### config.mk
export PLATFORM = sky130hd
export DESIGN_NAME = dbgen_deadband
export DESIGN_NICKNAME = d
export VERILOG_FILES = /design/src/rtl/dbgen_pkg.sv /design/src/rtl/dbgen_src_mux.sv /design/src/rtl/dbgen_hold_delay.sv /design/src/rtl/dbgen_out_stage.sv /design/src/rtl/dbgen_deadband.sv
export SDC_FILE = /design/constraint.sdc
export NUM_CORES = 1
export LEC_CHECK = 0
export BUFFER_PORTS_ARGS = -buffer_cell sky130_fd_sc_hd__buf_4
export CAP_MARGIN = 20
export CORE_MARGIN = 2
export CORE_UTILIZATION = 35
export CTS_BUF_LIST = sky130_fd_sc_hd__clkbuf_8
export DETAILED_ROUTE_END_ITERATION = 16
export MAX_ROUTING_LAYER = met4
export PLACE_DENSITY_LB_ADDON = 0.15
export SLEW_MARGIN = 30
export SYNTH_ARGS = -nofsm -noshare
export SYNTH_HDL_FRONTEND = slang
export SYNTH_SLANG_ARGS = --single-unit
export TNS_END_PERCENT = 30
### constraint.sdc
create_clock -name clk -period 3.55 [get_ports clk]
set_input_delay 0 -clock clk [delete_from_list [all_inputs] [get_ports clk]]
set_output_delay 0 -clock clk [all_outputs]
set_load 0.02 [all_outputs]
### src/rtl/dbgen_pkg.sv
// Shared constants for the dead-band generator.
// Fixes the bit positions of the three 2-bit select fields so that the
// router, the output stage and the checker decode them the same way.
package dbgen_pkg;
    // src_sel: which raw input feeds each delay (0 = A, 1 = B)
    localparam int SRC_RISE_BIT = 0;
    localparam int SRC_FALL_BIT = 1;
    // out_sel: which output takes its delayed path
    localparam int OUT_A_BIT    = 1;
    localparam int OUT_B_BIT    = 0;
    // pol_sel: which delayed path is inverted
    localparam int POL_A_BIT    = 0;
    localparam int POL_B_BIT    = 1;
    // number of delay lanes: lane 0 delays rising edges, lane 1 falling
    localparam int NUM_LANES    = 2;

    typedef enum logic [1:0] {
        OUTM_BYPASS = 2'b00,
        OUTM_B_ONLY = 2'b01,
        OUTM_A_ONLY = 2'b10,
        OUTM_BOTH   = 2'b11
    } out_mode_e;

    // Conditional inversion used by the output stage.
    function automatic logic flip_if(input logic v, input logic inv);
        return inv ? ~v : v;
    endfunction
endpackage

### src/rtl/dbgen_src_mux.sv
// Source router: chooses, for each delay lane, the raw input that feeds it.
// Assumes both raw inputs are already in the time-base clock domain.
module dbgen_src_mux
    import dbgen_pkg::*;
(
    input  logic       raw_a,
    input  logic       raw_b,
    input  logic [1:0] src_sel,
    output logic       rise_src,
    output logic       fall_src
);
    // Pick each lane's source independently from its select bit.
    always_comb begin
        rise_src = src_sel[SRC_RISE_BIT] ? raw_b : raw_a;
        fall_src = src_sel[SRC_FALL_BIT] ? raw_b : raw_a;
    end
endmodule

### src/rtl/dbgen_hold_delay.sv
// Edge-hold delay lane. Counts enabled clock edges for which the active
// level has been present. The active level is high for a rising-edge lane.
// With IDLE_HIGH set, the lane works on an inverted copy of the input,
// which turns it into a falling-edge delay that uses the same counter.
// Assumes the delay count may change at any time. A change takes effect at
// once against the elapsed time already counted.
module dbgen_hold_delay #(
    parameter int CNT_W     = 10,
    parameter bit IDLE_HIGH = 1'b0
) (
    input  logic             clk,
    input  logic             rst_n,
    input  logic             tick_en,
    input  logic             din,
    input  logic [CNT_W-1:0] dly,
    output logic             dout
);
    localparam logic [CNT_W-1:0] RUN_MAX = {CNT_W{1'b1}};

    logic             lvl;
    logic [CNT_W-1:0] run_q;
    logic             held;

    // Map the input onto the active level counted by this lane.
    generate
        if (IDLE_HIGH) begin : g_fall
            assign lvl  = ~din;
            assign dout = ~held;
        end else begin : g_rise
            assign lvl  = din;
            assign dout = held;
        end
    endgenerate

    // Elapsed-time counter: clears on level loss, advances on enabled ticks, saturates.
    always_ff @(posedge clk) begin
        if (!rst_n) begin
            run_q <= '0;
        end else if (!lvl) begin
            run_q <= '0;
        end else if (tick_en && (run_q != RUN_MAX)) begin
            run_q <= run_q + 1'b1;
        end
    end

    // Release the active level only once the count is reached.
    assign held = lvl && (run_q >= dly);
endmodule

### src/rtl/dbgen_out_stage.sv
// Output stage: for each output, picks the raw input or its delayed lane.
// Polarity inversion applies only where the delayed lane is selected.
// Purely combinational; assumes a later stage registers the drive outputs.
module dbgen_out_stage
    import dbgen_pkg::*;
(
    input  logic       raw_a,
    input  logic       raw_b,
    input  logic       rise_q,
    input  logic       fall_q,
    input  logic [1:0] out_sel,
    input  logic [1:0] pol_sel,
    output logic       out_a,
    output logic       out_b
);
    logic [NUM_LANES-1:0] raw_v;
    logic [NUM_LANES-1:0] dly_v;
    logic [NUM_LANES-1:0] use_dly;
    logic [NUM_LANES-1:0] inv;
    logic [NUM_LANES-1:0] drv;

    // Gather per-output operands into lane vectors (index 0 = A, 1 = B).
    always_comb begin
        raw_v   = {raw_b, raw_a};
        dly_v   = {fall_q, rise_q};
        use_dly = {out_sel[OUT_B_BIT], out_sel[OUT_A_BIT]};
        inv     = {pol_sel[POL_B_BIT], pol_sel[POL_A_BIT]};
    end

    // One identical bypass/polarity switch per output.
    generate
        for (genvar i = 0; i < NUM_LANES; i++) begin : g_out
            assign drv[i] = use_dly[i] ? flip_if(dly_v[i], inv[i]) : raw_v[i];
        end
    endgenerate

    assign out_a = drv[0];
    assign out_b = drv[1];
endmodule

### src/rtl/dbgen_deadband.sv
// Top of the dead-band generator: source router, one rising-edge lane,
// one falling-edge lane and the bypass/polarity output stage.
// Assumes raw_a/raw_b and every select are synchronous to clk.
module dbgen_deadband
    import dbgen_pkg::*;
#(
    parameter int CNT_W = 10
) (
    input  logic             clk,
    input  logic             rst_n,
    input  logic             tick_en,
    input  logic             raw_a,
    input  logic             raw_b,
    input  logic [CNT_W-1:0] rise_cnt,
    input  logic [CNT_W-1:0] fall_cnt,
    input  logic [1:0]       src_sel,
    input  logic [1:0]       out_sel,
    input  logic [1:0]       pol_sel,
    output logic             out_a,
    output logic             out_b
);
    logic                 rise_src;
    logic                 fall_src;
    logic [NUM_LANES-1:0] lane_in;
    logic [NUM_LANES-1:0] lane_out;
    logic [CNT_W-1:0]     lane_dly [NUM_LANES];
    logic                 rise_q;
    logic                 fall_q;

    dbgen_src_mux u_src (
        .raw_a    (raw_a),
        .raw_b    (raw_b),
        .src_sel  (src_sel),
        .rise_src (rise_src),
        .fall_src (fall_src)
    );

    // Bundle lane operands so both delay lanes come from one loop.
    always_comb begin
        lane_in     = {fall_src, rise_src};
        lane_dly[0] = rise_cnt;
        lane_dly[1] = fall_cnt;
    end

    generate
        for (genvar i = 0; i < NUM_LANES; i++) begin : g_lane
            dbgen_hold_delay #(
                .CNT_W     (CNT_W),
                .IDLE_HIGH (i == 1)
            ) u_dly (
                .clk     (clk),
                .rst_n   (rst_n),
                .tick_en (tick_en),
                .din     (lane_in[i]),
                .dly     (lane_dly[i]),
                .dout    (lane_out[i])
            );
        end
    endgenerate

    assign rise_q = lane_out[0];
    assign fall_q = lane_out[1];

    dbgen_out_stage u_out (
        .raw_a   (raw_a),
        .raw_b   (raw_b),
        .rise_q  (rise_q),
        .fall_q  (fall_q),
        .out_sel (out_sel),
        .pol_sel (pol_sel),
        .out_a   (out_a),
        .out_b   (out_b)
    );
endmodule

Yosys cells after proc, flatten, opt, wreduce, memory -nomap -nowiden --
Index checks and enable logic that the tools add are counted.
Storage, ports and cells: bits in registers 20, input port bits 31, output and inout port bits 2, word-level logic and storage cells 24
Cells by class: $add $sub $neg 2, order comparisons 2, eq/ne operators 2, mux-type cells 6, bitwise operators 4, reductions and logical operators 6
Operators by type and width (number):
- $add 10x1->10 const B | 2
- $ge 10x10->1 | 2
- $ne 10x10->1 const B | 2
- $mux 1 | 6
- $logic_and 1x1->1 | 4
- $not 1->1 | 4
- $reduce_and 2->1 | 1
- $reduce_or 2->1 | 1

Logic depth before layout (Yosys ltp) --
depth after elaboration 6, gate-level depth with buffers 6, mapped depth without buffers 6

Cells and area by module --
From an unflattened synthesis, not the netlist that was laid out.
Second synthesis, totals: cell total of the unflattened synthesis 183, area total of the unflattened synthesis 1529.0 um2
Modules (own cells, without submodules):
- dbgen_hold_delay (g_lane[1].u_dly) | times used 1, cells each 90, area an instance 735.7 um2, sequential area each 200.2 um2
- dbgen_hold_delay (g_lane[0].u_dly) | times used 1, cells each 85, area an instance 732.0 um2, sequential area each 200.2 um2
- dbgen_out_stage | times used 1, cells each 6, area an instance 35.0 um2, sequential area each 0.0 um2
- dbgen_src_mux | times used 1, cells each 2, area an instance 26.3 um2, sequential area each 0.0 um2

Least setup slack after synthesis --
Ideal clock, no wire load.
kind register to output, start point register g_lane[0].u_dly.run_q[4], end point output out_a, data arrival time 1.856 ns, data required time 3.550 ns, setup slack 1.694 ns, cell stages (with the launch flop) 6, path buffers 0, cell sequence dfxtp_1 ha_1 and3_1 o311a_1 a311oi_1 mux2i_1
Between the ends: cells in the longest elaborated chain, start to end 5
RTL lines:
- start, declared | RTL line dbgen_hold_delay.sv:21 | logic [CNT_W-1:0] run_q;
- start signal, assigned | RTL line dbgen_hold_delay.sv:42 | run_q <= run_q + 1'b1;
- $ge 10x10->1 (*) | RTL line dbgen_hold_delay.sv:47 | assign held = lvl && (run_q >= dly);
- $logic_and 1x1->1 (*) | RTL line dbgen_hold_delay.sv:47
- $not 1->1 | RTL line dbgen_pkg.sv:26 | return inv ? ~v : v;
- $mux 1 (*) | RTL line dbgen_pkg.sv:26
- $mux 1 (*) | RTL line dbgen_out_stage.sv:33 | assign drv[i] = use_dly[i] ? flip_if(dly_v[i], inv[i]) : raw_v[i];
- end, declared | RTL line dbgen_deadband.sv:19 | output logic out_a,
Every way passes the cells marked *; elsewhere a longest branch is shown, timed or not.

Worst setup path in the final report --
Ends and elaborated chain as after synthesis.

==> results.cfg <==
[synth]
synthMuxAreaShare = 0.04495
synth_edf_count = 0
synth_most_common_cell = inv_1
synthCells = 189
synthFlopType = dfxtp_1
yosys.area_share.simple = 0.2303
ys_warn_count = 0
synth_top_area_frac = 0.2524
async_reset_ff_frac = 0
yosys-top-cells-count = inv_1, ha_1, dfxtp_1
synth-xor-area-share = 0.04416
synth-compound-area-share = 0.1979
synthAdderAreaFrac = 0.1735
yosys.area.top_type = dfxtp_1
synth_area_leaders = dfxtp_1, ha_1, a21oi_1
synth_top_family_by_area = simple AND/OR/NAND/NOR gates
syn_nets = 242
ys_seq_elements = 20
ys_types = 32
ys_seq_area_frac = 0.2524
synth_area_um2 = 1587
avgSynthCellArea_um2 = 8.394

[setup_path]
reg2regPathDepth = 5
required_ns = 3.55
endpoint_kind = primary output
timing.rr.start = g_lane[0].u_dly.run_q[1]$_SDFFE_PN0P_
crit_type = reg2out
critical_path_arrival_ns = 2.23
regToRegSetupSlack_ns = 2.05
critical_path_peak_fanout = 6
startpoint_type = flip-flop
r2r_end = g_lane[0].u_dly.run_q[1]$_SDFFE_PN0P_

[clocking]
cts_htree_levels = 1
clk_pin_slew_ns = 0.07
cts_num_sinks = 20
post_cts_buffers = 0
cts_made_buffers = 3
ctsHoldBuffers = 0
root_buffer = clkbuf_8
cts_resized = 0
clk_latency_ns = 0.25
cts_tree = built
clockBufferDepth = 2

[global_route]
grt_max_degree = 12
grt_overflow_total = 0
antenna_found_initial = 0
grt_pass1_wl_um = 5568
grtUsageTotal = 0.1373
grt_pass1_vias = 1284

[pwr]
powerDensity_nw_per_um2 = 246.4
total_leakage_power_nw = 0.9361
ir_worst_vdd_mv = 0.1175

[timing]
fin_crit_ns = 2.233
finalSetupTns_ns = 0
fin_skew_ns = 0.002616
drv_slew = 0
fmax_mhz = 447.8
worstMarginPinSlew_ns = 0.4038
layout_setup_ws_ns = 1.317
timing.final.crit_share = 0.6290
relSlewSlack = 0.7300
hold_viol_final = 0
grt_setup_unrepaired = false
finalSetupViolCount = 0

[layout]
finalInstanceArea_um2 = 1947
largestRegisters = g_lane.u_dly.run_q: 20 flops
fin_nets = 279
final_util = 0.4471
areaGrowthSynthToFinish_pct = 22.71
drive_gt1_frac = 0.1911
diodes = 0
largest_reg_flops = 20
largest-register = g_lane.u_dly.run_q

[floorplan]
start_util = 0.3644
core-area_um2 = 4354
die_area_um2 = 5087
fp-row-count = 24
die_w_um = 71.33
fp.dieH_um = 71.33
ios = 33

[hold_path]
hold_depth = 3
hp-start = tick_en
hp-class = in2reg
min_to = g_lane[0].u_dly.run_q[2]$_SDFFE_PN0P_

[drt]
ant_nets = 0
drt-total-wl_um = 3281
drcViolationCount = 0
via_per_inst = 5.105
avgRoutedWirePerCell_um = 11.84
first_pass_iters = 4
via_count = 1414
drt-initial-drc-count = 39

[run]
drv_cap = 0

[placement]
place_hpwl_um = 2686
placed_area_um2 = 1892
gp_congestion = 0.7631
port_buffers = 32
dp_slack_ns = 1.599

[outcome]
status = complete, no violations
[layout make-up]
type,count,area (um2)
Clock buffer,4,55.05
Fill cell,440,2407
Inverter,24,90.09
Multi-Input combinational cell,145,1096
Sequential cell,20,400.4
Tap cell,52,65.06
Timing Repair Buffer,32,240.2
[worst max-delay path, stage by stage, from the launching register on]
cell      delay (ns)
dfxtp_1         0.44
ha_1            0.29
and3_1          0.20
o311a_1         0.32
a311oi_1        0.34
mux2i_1         0.23
buf_4           0.16
[layer usage]
layer	part of all wire	global-route usage	wire length, um
met5	0	-	0
met3	0.035	0.01688	115
met2	0.49	0.2428	1601
met1	0.47	0.1639	1537
met4	0.0076	0.03774	25
[through the flow]
step / total power [mW] / hold WS, ns / cells
3_5_place_dp: 0.3148 / 0.3985 / 273
2_1_floorplan: 0.2737 / 0.1931 / 189
6_report: 0.4797 / 0.1308 / 277
3_3_place_gp: 0.3148 / 0.3735 / 273
5_1_grt: 0.5052 / 0.1329 / 277
4_1_cts: 0.4856 / 0.1185 / 277
[report_power, final]
part	total, mW	switching [mW]	internal [mW]
Combinational	0.0814	0.0364	0.0449
Clock	0.170	0.0719	0.0985
Sequential	0.228	0.00173	0.226
[cells by family after synthesis]
family                   after synthesis
AND/OR/NAND/NOR                       63
AO/OA/AOI/OAI                         45
buffers and inverters                 24
adder cells (fa/ha/maj)               22
flip-flops                            20
XOR/XNOR                               8
multiplexers                           7
[worst max-delay path by stage]
stage / start / slack [ns] / to / cells after the start
final: g_lane[0].u_dly.run_q[4]$_SDFFE_PN0P_ / 1.32 / out_a / 6
after global routing: g_lane[0].u_dly.run_q[4]$_SDFFE_PN0P_ / 1.19 / out_a / 6
after CTS: g_lane[0].u_dly.run_q[4]$_SDFFE_PN0P_ / 1.29 / out_a / 6
after detailed placement: g_lane[0].u_dly.run_q[4]$_SDFFE_PN0P_ / 1.60 / out_a / 6
after global placement: g_lane[0].u_dly.run_q[4]$_SDFFE_PN0P_ / 1.68 / out_a / 6
after floorplan: g_lane[0].u_dly.run_q[4]$_SDFFE_PN0P_ / 1.69 / out_a / 5
[layout by cell type, fill, tap and decap left out, types with 4 or more instances in the layout]
cell type  instances
nand2_1            9
and3_1             6
nand3_1            7
o31ai_2            4
inv_1             24
or3_1              6
o21ai_0            8
clkbuf_8           4
buf_4             32
and4_1             6
xnor2_1            8
nand2b_1           4
mux2i_1            6
nor2_1            10
ha_1              22
dfxtp_1           20
a21oi_1           18
Power figures use the tool's default switching activity.
